$ cat src/rtl/spimem_pkg.sv
package spimem_pkg;

    localparam logic [7:0] OP_LATCH_SET = 8'h06;
    localparam logic [7:0] OP_LATCH_CLR = 8'h04;
    localparam logic [7:0] OP_STAT_RD   = 8'h05;
    localparam logic [7:0] OP_STAT_WR   = 8'h01;
    localparam logic [7:0] OP_RD        = 8'h03;
    localparam logic [7:0] OP_WR        = 8'h02;
    localparam logic [7:0] OP_RD_FAST   = 8'h0B;
    localparam logic [7:0] OP_IDENT     = 8'h9F;
    localparam logic [7:0] OP_SLEEP     = 8'hB9;

    localparam logic [7:0] IDENT_B0 = 8'hAE;
    localparam logic [7:0] IDENT_B1 = 8'h83;
    localparam logic [7:0] IDENT_B2 = 8'h09;

    typedef enum logic [3:0] {
        PH_CMD,
        PH_ADDR,
        PH_DUMMY,
        PH_RDATA,
        PH_WDATA,
        PH_SROUT,
        PH_SRIN,
        PH_IDOUT,
        PH_DONE,
        PH_IGNORE
    } phase_e;

endpackage

$ cat src/rtl/spimem_edge.sv
module spimem_edge (
    input  logic clk,
    input  logic rst_n,
    input  logic sck,
    input  logic csn,
    input  logic hold,
    output logic sck_rise,
    output logic sck_fall,
    output logic cs_rise
);
    logic sck_q, csn_q;
    logic active;

    always_ff @(posedge clk or negedge rst_n) begin
        if (!rst_n) begin
            sck_q <= 1'b0;
            csn_q <= 1'b1;
        end else begin
            sck_q <= sck;
            csn_q <= csn;
        end
    end

    assign active   = !csn && !hold;
    assign sck_rise = active && sck && !sck_q;
    assign sck_fall = active && !sck && sck_q;
    assign cs_rise  = csn && !csn_q;
endmodule

$ cat src/rtl/spimem_rx.sv
module spimem_rx (
    input  logic       clk,
    input  logic       rst_n,
    input  logic       csn,
    input  logic       rise,
    input  logic       si,
    output logic       byte_vld,
    output logic [7:0] byte_val
);
    logic [2:0] cnt_d, cnt_q;
    logic [6:0] sh_d, sh_q;

    always_comb begin
        cnt_d = cnt_q;
        sh_d  = sh_q;
        if (csn) begin
            cnt_d = 3'd0;
        end else if (rise) begin
            cnt_d = cnt_q + 3'd1;
            sh_d  = {sh_q[5:0], si};
        end
    end

    always_ff @(posedge clk or negedge rst_n) begin
        if (!rst_n) begin
            cnt_q <= 3'd0;
            sh_q  <= 7'd0;
        end else begin
            cnt_q <= cnt_d;
            sh_q  <= sh_d;
        end
    end

    assign byte_vld = rise && (cnt_q == 3'd7);
    assign byte_val = {sh_q, si};
endmodule

$ cat src/rtl/spimem_tx.sv
module spimem_tx (
    input  logic       clk,
    input  logic       rst_n,
    input  logic       load,
    input  logic [7:0] load_val,
    input  logic       fall,
    output logic       so
);
    logic [7:0] sh_d, sh_q;
    logic       so_d, so_q;

    always_comb begin
        sh_d = sh_q;
        so_d = so_q;
        if (load) begin
            sh_d = load_val;
        end else if (fall) begin
            so_d = sh_q[7];
            sh_d = {sh_q[6:0], 1'b0};
        end
    end

    always_ff @(posedge clk or negedge rst_n) begin
        if (!rst_n) begin
            sh_q <= 8'd0;
            so_q <= 1'b0;
        end else begin
            sh_q <= sh_d;
            so_q <= so_d;
        end
    end

    assign so = so_q;
endmodule

$ cat src/rtl/spimem_engine.sv
module spimem_engine #(
    parameter int AW = 17
) (
    input  logic          clk,
    input  logic          rst_n,
    input  logic          spi_sck,
    input  logic          spi_csn,
    input  logic          spi_si,
    output logic          spi_so,
    output logic          spi_so_oe,
    input  logic          hold_i,
    output logic [AW-1:0] mem_addr,
    output logic          mem_rd,
    input  logic [7:0]    mem_rdata,
    output logic          mem_we,
    output logic [7:0]    mem_wdata,
    input  logic          wel_i,
    input  logic          wr_permit_i,
    output logic          wel_set_o,
    output logic          wel_clr_o,
    input  logic [7:0]    sr_rdata_i,
    output logic          sr_we_o,
    output logic [7:0]    sr_wdata_o,
    output logic          sleep_o
);
    import spimem_pkg::*;

    localparam logic [AW-1:0] ADDR_STEP = AW'(1);

    typedef struct packed {
        phase_e        ph;
        logic [15:0]   ab;
        logic [1:0]    idx;
        logic          fast;
        logic          wr;
        logic [AW-1:0] addr;
        logic          rd;
        logic          rd2;
        logic          we;
        logic [7:0]    wd;
        logic          inc;
        logic          oe;
        logic          sleep_pend;
        logic          sleep;
        logic          wset;
        logic          wclr;
        logic          srwe;
        logic [7:0]    srwd;
    } st_t;

    st_t        st_d, st_q;
    logic       sck_rise, sck_fall, cs_rise;
    logic       byte_vld;
    logic [7:0] byte_val;
    logic       tx_load;
    logic [7:0] tx_val;

    spimem_edge u_edge (
        .clk      (clk),
        .rst_n    (rst_n),
        .sck      (spi_sck),
        .csn      (spi_csn),
        .hold     (hold_i),
        .sck_rise (sck_rise),
        .sck_fall (sck_fall),
        .cs_rise  (cs_rise)
    );

    spimem_rx u_rx (
        .clk      (clk),
        .rst_n    (rst_n),
        .csn      (spi_csn),
        .rise     (sck_rise),
        .si       (spi_si),
        .byte_vld (byte_vld),
        .byte_val (byte_val)
    );

    spimem_tx u_tx (
        .clk      (clk),
        .rst_n    (rst_n),
        .load     (tx_load),
        .load_val (tx_val),
        .fall     (sck_fall),
        .so       (spi_so)
    );

    always_comb begin
        st_d       = st_q;
        st_d.rd    = 1'b0;
        st_d.we    = 1'b0;
        st_d.inc   = 1'b0;
        st_d.sleep = 1'b0;
        st_d.wset  = 1'b0;
        st_d.wclr  = 1'b0;
        st_d.srwe  = 1'b0;
        st_d.rd2   = st_q.rd;
        tx_load    = 1'b0;
        tx_val     = 8'h00;

        // array data arrives one cycle after the strobe: load it, step on
        if (st_q.rd2) begin
            tx_load   = 1'b1;
            tx_val    = mem_rdata;
            st_d.addr = st_q.addr + ADDR_STEP;
        end
        if (st_q.inc) begin
            st_d.addr = st_q.addr + ADDR_STEP;
        end

        if (spi_csn) begin
            st_d.ph         = PH_CMD;
            st_d.idx        = 2'd0;
            st_d.oe         = 1'b0;
            st_d.fast       = 1'b0;
            st_d.wr         = 1'b0;
            st_d.sleep      = cs_rise && st_q.sleep_pend;
            st_d.sleep_pend = 1'b0;
        end else begin
            if (sck_fall && (st_q.ph inside {PH_RDATA, PH_SROUT, PH_IDOUT})) begin
                st_d.oe = 1'b1;
            end
            if (byte_vld) begin
                unique case (st_q.ph)
                    PH_CMD: begin
                        unique case (byte_val)
                            OP_LATCH_SET: begin st_d.wset = 1'b1; st_d.ph = PH_DONE; end
                            OP_LATCH_CLR: begin st_d.wclr = 1'b1; st_d.ph = PH_DONE; end
                            OP_STAT_RD: begin
                                tx_load = 1'b1;
                                tx_val  = sr_rdata_i;
                                st_d.ph = PH_SROUT;
                            end
                            OP_STAT_WR: st_d.ph = PH_SRIN;
                            OP_RD:      st_d.ph = PH_ADDR;
                            OP_RD_FAST: begin st_d.ph = PH_ADDR; st_d.fast = 1'b1; end
                            OP_WR:      begin st_d.ph = PH_ADDR; st_d.wr = 1'b1; end
                            OP_IDENT: begin
                                tx_load  = 1'b1;
                                tx_val   = IDENT_B0;
                                st_d.idx = 2'd1;
                                st_d.ph  = PH_IDOUT;
                            end
                            OP_SLEEP: begin st_d.sleep_pend = 1'b1; st_d.ph = PH_DONE; end
                            default:  st_d.ph = PH_IGNORE;
                        endcase
                    end
                    PH_ADDR: begin
                        st_d.ab  = {st_q.ab[7:0], byte_val};
                        st_d.idx = st_q.idx + 2'd1;
                        if (st_q.idx == 2'd2) begin
                            st_d.addr = AW'({st_q.ab, byte_val});
                            st_d.idx  = 2'd0;
                            if (st_q.wr) begin
                                st_d.ph = PH_WDATA;
                            end else if (st_q.fast) begin
                                st_d.ph = PH_DUMMY;
                            end else begin
                                st_d.ph = PH_RDATA;
                                st_d.rd = 1'b1;
                            end
                        end
                    end
                    PH_DUMMY: begin
                        st_d.ph = PH_RDATA;
                        st_d.rd = 1'b1;
                    end
                    PH_RDATA: st_d.rd = 1'b1;
                    PH_WDATA: begin
                        st_d.we  = wel_i && wr_permit_i;
                        st_d.wd  = byte_val;
                        st_d.inc = 1'b1;
                    end
                    PH_SROUT: begin
                        tx_load = 1'b1;
                        tx_val  = sr_rdata_i;
                    end
                    PH_SRIN: begin
                        st_d.srwe = wel_i;
                        st_d.srwd = byte_val;
                        st_d.ph   = PH_DONE;
                    end
                    PH_IDOUT: begin
                        st_d.idx = st_q.idx + 2'd1;
                        if (st_q.idx == 2'd1) begin
                            tx_load = 1'b1;
                            tx_val  = IDENT_B1;
                        end else if (st_q.idx == 2'd2) begin
                            tx_load = 1'b1;
                            tx_val  = IDENT_B2;
                        end else begin
                            st_d.ph = PH_DONE;
                        end
                    end
                    default: ;
                endcase
            end
            if (st_d.ph inside {PH_DONE, PH_IGNORE}) begin
                st_d.oe = 1'b0;
            end
        end
    end

    always_ff @(posedge clk or negedge rst_n) begin
        if (!rst_n) begin
            st_q <= '0;
        end else begin
            st_q <= st_d;
        end
    end

    assign spi_so_oe  = st_q.oe && !hold_i;
    assign mem_addr   = st_q.addr;
    assign mem_rd     = st_q.rd;
    assign mem_we     = st_q.we;
    assign mem_wdata  = st_q.wd;
    assign wel_set_o  = st_q.wset;
    assign wel_clr_o  = st_q.wclr;
    assign sr_we_o    = st_q.srwe;
    assign sr_wdata_o = st_q.srwd;
    assign sleep_o    = st_q.sleep;
endmodule

$ cat config.mk
export PLATFORM = sky130hd
export DESIGN_NAME = spimem_engine
export DESIGN_NICKNAME = d
export VERILOG_FILES = /design/src/rtl/spimem_pkg.sv /design/src/rtl/spimem_edge.sv /design/src/rtl/spimem_rx.sv /design/src/rtl/spimem_tx.sv /design/src/rtl/spimem_engine.sv
export SDC_FILE = /design/constraint.sdc
export NUM_CORES = 1
export LEC_CHECK = 0
export ABC_CLOCK_PERIOD_IN_PS = 3000
export BUFFER_PORTS_ARGS = -buffer_cell sky130_fd_sc_hd__buf_2
export CAP_MARGIN = 20
export CORE_ASPECT_RATIO = 2
export CORE_MARGIN = 2
export CORE_UTILIZATION = 57
export CTS_CLUSTER_SIZE = 28
export DETAILED_ROUTE_END_ITERATION = 10
export PLACE_DENSITY = 0.8
export SYNTH_ARGS = -nofsm -noshare
export SYNTH_HDL_FRONTEND = slang
export SYNTH_SLANG_ARGS = --single-unit
$ cat constraint.sdc
create_clock -name clk -period 3 [get_ports clk]
set_input_delay 0.45 -clock clk [delete_from_list [all_inputs] [get_ports clk]]
set_output_delay 0.45 -clock clk [all_outputs]
set_load 0.03 [all_outputs]
==> flow_summary.ini, run 1 <==
[outcome]
status = completed

[timing]
finalCritPeriodShare = 0.820
max_freq_ghz = 0.407
maxSlewViolCount = 0
worstMarginPinSlew_ps = 656
hold_violations = 0
timing.slew.headroom = 0.552
finalSetupViolCount = 0
post-route-min-period_ps = 2460
skew_ps = 5.71
rsz0062_at_grt = false
tns_ps = 0

[placed_design]
numPortBuffers = 64
gp_congestion = 0.871
dp_hpwl_um = 6430

[logic_synthesis]
synthArstFlopShare = 1.00
synth_cell_type_count = 63
synth_top_area_cell = dfrtp_1
synth_edf_count = 0
synth-seq-cells = 81
ys_seq_area_frac = 0.464
ys.flop_type = dfrtp_1
synth_nets = 494
synth_area_leaders = dfrtp_1 (46%), nand2_1 (7.1%), buf_4 (5.7%)
synthCells = 463
ys_warn_count = 0
syn_area_per_cell_um2 = 9.43
yosysMostFrequentCell = nand2_1
synthTopCellsByCount = nand2_1 (83), dfrtp_1 (80), nor2_1 (45)
synth_area_um2 = 4370
yosysTopAreaCellShare = 0.458

[power_and_ir_drop]
irDropWorstVdd_v = 0.000448
powerDensity_nw_per_um2 = 517
p_switching_uw = 615
internal-power_uw = 1880
swShare = 0.246
pwr-share-comb = 0.086
clockPowerShare = 0.436
p_seq_frac = 0.478
leakage_uw = 0.00232
finalPower_uw = 2500

[critical_path]
cp_data_required_time_ps = 3200
crit_path_start_kind = flip-flop
worstSetupEndpointType = flip-flop
critPathArrivalTime_ps = 2660
path_buf_inv = 0
crit_top_cell = or4_4
path_max_fanout = 10
critPathKind = reg -> reg
slowest_delay_ps = 590
crit_chain = or4_4 -> or4_4 -> a21oi_2 -> o21ai_1 -> nand2b_1 -> o211ai_2
cp_top_family = simple AND/OR/NAND/NOR gates
critPathSlowestCell = or4_4

[min_path]
min_path_type = in -> reg

[clocking]
insertion_delay_ps = 340
h-tree-depth = 3
cts_buffers = 9
post_cts_buffers = 0
clock_sinks = 81
clock_path_buffers = 2
root_buffer = clkbuf_16
cts.clk_slew.worst_paths_ps = 60
cts_tree = yes

[cells_and_area]
layout-area-overhead-vs-synth_pct = 10.6
drive_above_1_share = 0.238
nets = 522
antennaDiodeCount = 0

[floorplanning]
die-area_um2 = 8420
initial_core_util = 0.583
die_h_um = 128
rows = 45
coreArea_um2 = 7490
ioPinCount = 65
dieWidth_um = 65.9

[drt]
finalWirelength_um = 9140
drt-initial-drc-count = 209
wire_per_inst_um = 15.5
vias_per_cell = 5.51
ant_nets = 0
dr.pass1.iters = 4
drc = 0
route.vias.total = 3252

[grt]
antenna_found_initial = 0
grt_pass1_wl_um = 15000
track_usage = 0.235
grt_max_degree = 82
overflow = 0
grt_pass1_vias = 3097

[run]
maxCapViolCount = 0
cells by family (layout without fill, tap and decap cells):
family / count (synthesis) / count (layout) / share of synthesized area
AOI/OAI and AO/OA: 81 / 81 / 0.126
xor gates and xnor gates: 17 / 17 / 0.0341
adders and majority gates: 7 / 7 / 0.0201
buffers and inverters: 65 / 98 / 0.0925
DFF: 81 / 81 / 0.464
muxes: 18 / 18 / 0.0438
and+or+nand+nor: 194 / 194 / 0.219
flip-flops by register name (all words and copies together), names as in the netlist:
| signal | count |
|---|---|
| mem_addr | 17 |
| mem_rd | 1 |
| mem_wdata | 8 |
| mem_we | 1 |
| sleep_o | 1 |
| sr_wdata_o | 8 |
| sr_we_o | 1 |
| st_q | 21 |
| u_edge.csn_q | 1 |
| u_edge.sck_q | 1 |
| u_rx.cnt_q | 3 |
| u_rx.sh_q | 7 |
| u_tx.sh_q | 8 |
| u_tx.so | 1 |
| wel_clr_o | 1 |
| wel_set_o | 1 |
final timing paths:
path,startpoint,endpoint,slack [ps],cells past startpoint
worst max-delay path,u_rx.sh_q[4]$_DFFE_PN0P_,u_tx.sh_q[3]$_DFFE_PN0P_,540,6
worst min-delay path,spi_sck,u_edge.sck_q$_DFF_PN0_,270,1
worst max register to register,u_rx.sh_q[4]$_DFFE_PN0P_,u_tx.sh_q[3]$_DFFE_PN0P_,540,6
worst min register to register,mem_rd$_DFF_PN0_,st_q[24]$_DFF_PN0_,380,0
max in group asynchronous,rst_n,st_q[63]$_DFF_PN0_,1920,3
min in group asynchronous,rst_n,u_tx.sh_q[1]$_DFFE_PN0P_,510,2
cells in the final DEF (no fill, tap or decap), types with 3 or more instances in the layout:
cell type / instances
a21oi_1: 27
a31oi_1: 3
a32oi_1: 3
and3_1: 5
buf_2: 63
buf_4: 8
clkbuf_16: 9
dfrtp_1: 80
ha_1: 7
inv_1: 7
mux2_2: 9
mux2i_1: 9
nand2_1: 83
nand2b_1: 8
nand3_1: 7
nor2_1: 45
nor2b_1: 7
nor3_1: 6
nor4_1: 4
o211ai_1: 3
o211ai_2: 5
o21ai_0: 18
o21ai_1: 5
or2_2: 3
or4_1: 3
xnor2_1: 8
xor2_1: 9
stage by stage:
| step | std cells | cell area [µm²] | hold WS, ps | util | setup WS, ps |
|---|---|---|---|---|---|
| CTS | 588 | 4790 | 263 | 0.640 | 528 |
| finish | 590 | 4830 | 270 | 0.645 | 540 |
| global route | 590 | 4830 | 274 | 0.645 | 412 |
| global placement | 572 | 4500 | 363 | 0.601 | 423 |
| floorplan | 463 | 4370 | 154 | - | 785 |
| detailed placement | 572 | 4500 | 366 | 0.601 | 349 |
timing repair:
item                                   4_1_cts  5_1_grt
endpoints found under the hold margin        0       13
hold buffers                                 0        1
resized for setup                            0        0
per-layer routing:
metal  track usage  wire length, µm
met2         0.380             4630
met3        0.0536              427
met1         0.305             3940
met5             0                0
met4        0.0846              146
final cells by class:
type | instances | area [µm²]
clock buffers | 12 | 246
clock inverters | 4 | 51.3
fillers | 623 | 2660
inverters | 9 | 33.8
multi-input cells | 317 | 1940
flip-flops and latches | 81 | 2030
well taps | 94 | 118
repair buffers | 73 | 413
power groups by stage:
stage	Clock [µW]	Sequential, µW	Combinational [µW]
2_1_floorplan	0	1190	158
3_3_place_gp	0	1210	203
3_5_place_dp	0	1210	210
4_1_cts	1120	1190	210
5_1_grt	1160	1200	239
6_report	1090	1190	215
worst register-to-register path, cell delays in order (launching register included):
cell and delay [ps]:
dfrtp_1 500, or4_4 590, or4_4 510, a21oi_2 150, o21ai_1 80, nand2b_1 350, o211ai_2 140
Power figures use the tool's default switching activity.
==> run 2: changes to the inputs <==
- ABC_CLOCK_PERIOD_IN_PS: 3000 -> 2530
- clock period: 3 -> 2.53 ns (I/O delays scaled with it)
==> flow_summary.ini, run 2 (synthesis gave the netlist of run 1 again) <==
[timing]
max_freq_ghz = 0.435
timing.slew.headroom = 0.567
rsz0062_at_grt = false
finalSetupViolCount = 0
worstMarginPinSlew_ps = 643
skew_ps = 5.53
tns_ps = 0
hold_violations = 0
post-route-min-period_ps = 2300
maxSlewViolCount = 0
finalCritPeriodShare = 0.908
worst_slack_ps = 233

[floorplanning]
ioPinCount = 65
die-area_um2 = 8420
rows = 45
coreArea_um2 = 7490
dieWidth_um = 65.9
initial_core_util = 0.583
die_h_um = 128

[cells_and_area]
largest_register = st_q
final_core_utilization = 0.656
drive_above_1_share = 0.260
nFillCells = 607
layout-area-overhead-vs-synth_pct = 12.5
nets = 537
antennaDiodeCount = 0
layout_common_cells = nand2_1 (83), dfrtp_1 (80), buf_2 (63)
multi_input_area_um2 = 1940
seqCellArea_um2 = 2030
final_common_cell = nand2_1
largest_register_ffs = 21

[critical_path]
worstSetupEndpointType = flip-flop
path_buf_inv = 0
critPathArrivalTime_ps = 2500
slowest_delay_ps = 580
critPathKind = reg -> reg
cp_top_family = simple AND/OR/NAND/NOR gates
cp_data_required_time_ps = 2730
critPathSlowestCell = or4_4
crit_path_start_kind = flip-flop
crit_top_cell = or4_4
crit_chain = or4_4 -> or4_4 -> a21oi_2 -> o21ai_1 -> nand2b_1 -> o211ai_2
path_max_fanout = 8

[grt]
grt_pass1_vias = 3269
track_usage = 0.244
grt_pass1_wl_um = 15600
overflow = 0
grt_max_degree = 51
antenna_found_initial = 0

[drt]
route.vias.total = 3352
drc = 0
ant_nets = 0
dr.pass1.iters = 5
vias_per_cell = 5.54
drt-initial-drc-count = 304
finalWirelength_um = 9530
wire_per_inst_um = 15.7

[clocking]
clock_path_buffers = 2
cts_tree = yes
h-tree-depth = 3
cts_buffers = 9
cts_resized = 0
clock_sinks = 81
post_cts_buffers = 0
postCtsHoldBufs = 1
insertion_delay_ps = 340
root_buffer = clkbuf_16
cts.clk_slew.worst_paths_ps = 60

[power_and_ir_drop]
irDropWorstVdd_v = 0.000494
leakage_uw = 0.00238
finalPower_uw = 2890
powerDensity_nw_per_um2 = 588

[placed_design]
numPortBuffers = 64
pre_cts_ws_ps = 239
dp_hpwl_um = 6830
gp_congestion = 0.921

[min_path]
min_path_type = in -> reg

[outcome]
status = completed

[run]
maxCapViolCount = 0
==> run 2: power by group <==
| group | switching (µW) | internal [µW] |
|---|---|---|
| logic | 203 | 125 |
| registers | 30.7 | 1340 |
| clock network | 497 | 691 |
| total | 731 | 2160 |
==> run 2: worst paths after layout <==
kind                                     startpoint                       end  slack (ps)  depth (start not counted)
setup / recovery           u_rx.sh_q[6]$_DFFE_PN0P_  u_tx.sh_q[5]$_DFFE_PN0P_         230                          6
hold / removal                              spi_sck    u_edge.sck_q$_DFF_PN0_         200                          1
setup reg to reg           u_rx.sh_q[6]$_DFFE_PN0P_  u_tx.sh_q[5]$_DFFE_PN0P_         230                          6
hold reg to reg                    mem_rd$_DFF_PN0_        st_q[24]$_DFF_PN0_         370                          0
max in group asynchronous                     rst_n      st_q[43]$_DFFE_PN0P_        1420                          3
min in group asynchronous                     rst_n  u_tx.sh_q[4]$_DFFE_PN0P_         520                          2
==> run 2: stage by stage <==
stage	instance area [µm²]	hold WS, ps	std cells
after detailed placement	4630	339	588
after global routing	4910	205	605
after global placement	4630	341	588
after floorplan	4370	83.9	463
final	4910	201	605
after CTS	4910	193	605
==> run 2: final cells by class <==
| cell class | count | share of cell area |
|---|---|---|
| sequential | 81 | 0.413 |
| multi-input combinational | 317 | 0.395 |
| timing repair buffer | 88 | 0.105 |
| clock buffer | 12 | 0.0502 |
| tap | 94 | 0.0239 |
| inverter | 9 | 0.00687 |
| clock inverter | 4 | 0.00586 |
==> run 2: per-layer routing <==
| layer | track usage | part of all wire | vias to the layer above | routed length (µm) |
|---|---|---|---|---|
| li1 | - | - | 1638 | - |
| met1 | 0.308 | 0.41 | 1597 | 3890 |
| met2 | 0.403 | 0.52 | 100 | 4950 |
| met3 | 0.0457 | 0.048 | 17 | 459 |
| met4 | 0.105 | 0.023 | 0 | 220 |
| met5 | 0 | 0 | - | 0 |
==> run 2: worst register-to-register path: stages (launching register included) <==
cell,delay [ps]
dfrtp_1,370
or4_4,580
or4_4,510
a21oi_2,140
o21ai_1,70
nand2b_1,340
o211ai_2,150
==> run 3: changes to the inputs <==
- ABC_CLOCK_PERIOD_IN_PS: 2530 -> 2800
- CORE_UTILIZATION: 57 -> 62
- PLACE_DENSITY: 0.8 -> 0.86
- clock period: 2.53 -> 2.8 ns (I/O delays scaled with it)
==> flow_summary.ini, run 3 (synthesis gave the netlist of run 1 again) <==
[outcome]
status = completed

[cells_and_area]
layout_common_cells = nand2_1 (83), dfrtp_1 (80), buf_2 (63)
nets = 529
largest_register_ffs = 21
drive_above_1_share = 0.250
nFillCells = 535
largest_register = st_q
antennaDiodeCount = 0
layout-area-overhead-vs-synth_pct = 11.7
final_common_cell = nand2_1

[power_and_ir_drop]
p_switching_uw = 684
irDropWorstVdd_v = 0.000370
p_seq_frac = 0.467
swShare = 0.253
pwr-share-comb = 0.099
clockPowerShare = 0.434
powerDensity_nw_per_um2 = 555
leakage_uw = 0.00235
internal-power_uw = 2020

[critical_path]
path_max_fanout = 8
worstSetupEndpointType = flip-flop
cp_data_required_time_ps = 3000
reg2reg_from = u_rx.sh_q[6]$_DFFE_PN0P_
crit_path_start_kind = flip-flop
startpoint = u_rx.sh_q[6]$_DFFE_PN0P_
critPathArrivalTime_ps = 2680
reg2reg_depth = 6
critPathKind = reg -> reg

[clocking]
clock_sinks = 81
insertion_delay_ps = 340
postCtsHoldBufs = 0
root_buffer = clkbuf_16
clock_path_buffers = 2
cts_buffers = 9
cts_tree = yes
cts.clk_slew.worst_paths_ps = 60
cts_resized = 0
post_cts_buffers = 0
h-tree-depth = 3

[timing]
maxSlewViolCount = 0
timing.slew.headroom = 0.573
worst_slack_ps = 321
post-route-min-period_ps = 2480
hold_violations = 0
rsz0062_at_grt = false
finalCritPeriodShare = 0.885
tns_ps = 0
worstMarginPinSlew_ps = 635
skew_ps = 5.52
finalSetupViolCount = 0
max_freq_ghz = 0.403

[drt]
wire_per_inst_um = 17.7
drt-initial-drc-count = 271
drc = 0
ant_nets = 0
dr.pass1.iters = 4
finalWirelength_um = 10500
route.vias.total = 3481
dr_wl_met3_um = 349
route.met2.wl_um = 6030
vias_per_cell = 5.87
highest_layer = met4
wl_met1_um = 3740

[grt]
track_usage = 0.284
overflow = 0
antenna_found_initial = 0
grt_max_degree = 82
grt_pass1_wl_um = 16700
grt_pass1_vias = 3594

[floorplanning]
rows = 43
coreArea_um2 = 6890
ioPinCount = 65
dieWidth_um = 63.4
initial_core_util = 0.634
die_h_um = 123
die-area_um2 = 7770

[placed_design]
pre_cts_ws_ps = 272
numPortBuffers = 64
gp_congestion = 1.00
dp_hpwl_um = 7540

[min_path]
min_path_type = in -> reg
worstHoldPathCells = 1
min_from = spi_sck

[run]
maxCapViolCount = 0
## run 3: power by group through the flow
| stage | clock network, µW | registers, µW | logic, µW |
|---|---|---|---|
| after floorplan | 0 | 1270 | 169 |
| after global placement | 0 | 1280 | 250 |
| after detailed placement | 0 | 1280 | 254 |
| after CTS | 1180 | 1260 | 260 |
| after global routing | 1230 | 1270 | 297 |
| final | 1170 | 1260 | 269 |
## run 3: metal layers
metal,vias up,global-route usage
met4,0,0.181
li1,1623,-
met5,-,0
met2,111,0.539
met1,1710,0.282
met3,37,0.0367
## run 3: worst max-delay path, cell delays in order, from the launching register on
cell,delay (ps)
dfrtp_1,470
or4_4,620
or4_4,510
a21oi_2,160
o21ai_1,80
nand2b_1,330
o211ai_2,160
## run 3: cell type report
cell class,count,area [µm²],area share
clock buffer,11,243,0.0497
clock inverter,5,55.1,0.0113
inverter,9,33.8,0.00692
multi-input combinational,317,1940,0.398
sequential,81,2030,0.416
tap,90,113,0.0231
timing repair buffer,80,465,0.0954
## run 3: per-stage QoR
step           cell area [µm²]  hold slack (ps)  total power (µW)  cells  utilization
6_report                  4880              246              2710    593        0.709
5_1_grt                   4880              252              2790    593        0.709
4_1_cts                   4840              240              2700    591        0.703
3_5_place_dp              4540              408              1540    575        0.660
3_3_place_gp              4540              409              1530    575        0.660
2_1_floorplan             4370              124              1440    463            -
## run 3: path summary, 6_finish.rpt
| check | endpoint | slack, ps |
|---|---|---|
| setup / recovery | u_tx.sh_q[2]$_DFFE_PN0P_ | 320 |
| hold / removal | u_edge.sck_q$_DFF_PN0_ | 250 |
| setup reg to reg | u_tx.sh_q[2]$_DFFE_PN0P_ | 320 |
| hold reg to reg | st_q[24]$_DFF_PN0_ | 420 |
| max in group asynchronous | st_q[14]$_DFF_PN0_ | 1740 |
| min in group asynchronous | u_rx.cnt_q[0]$_DFFE_PN0P_ | 480 |
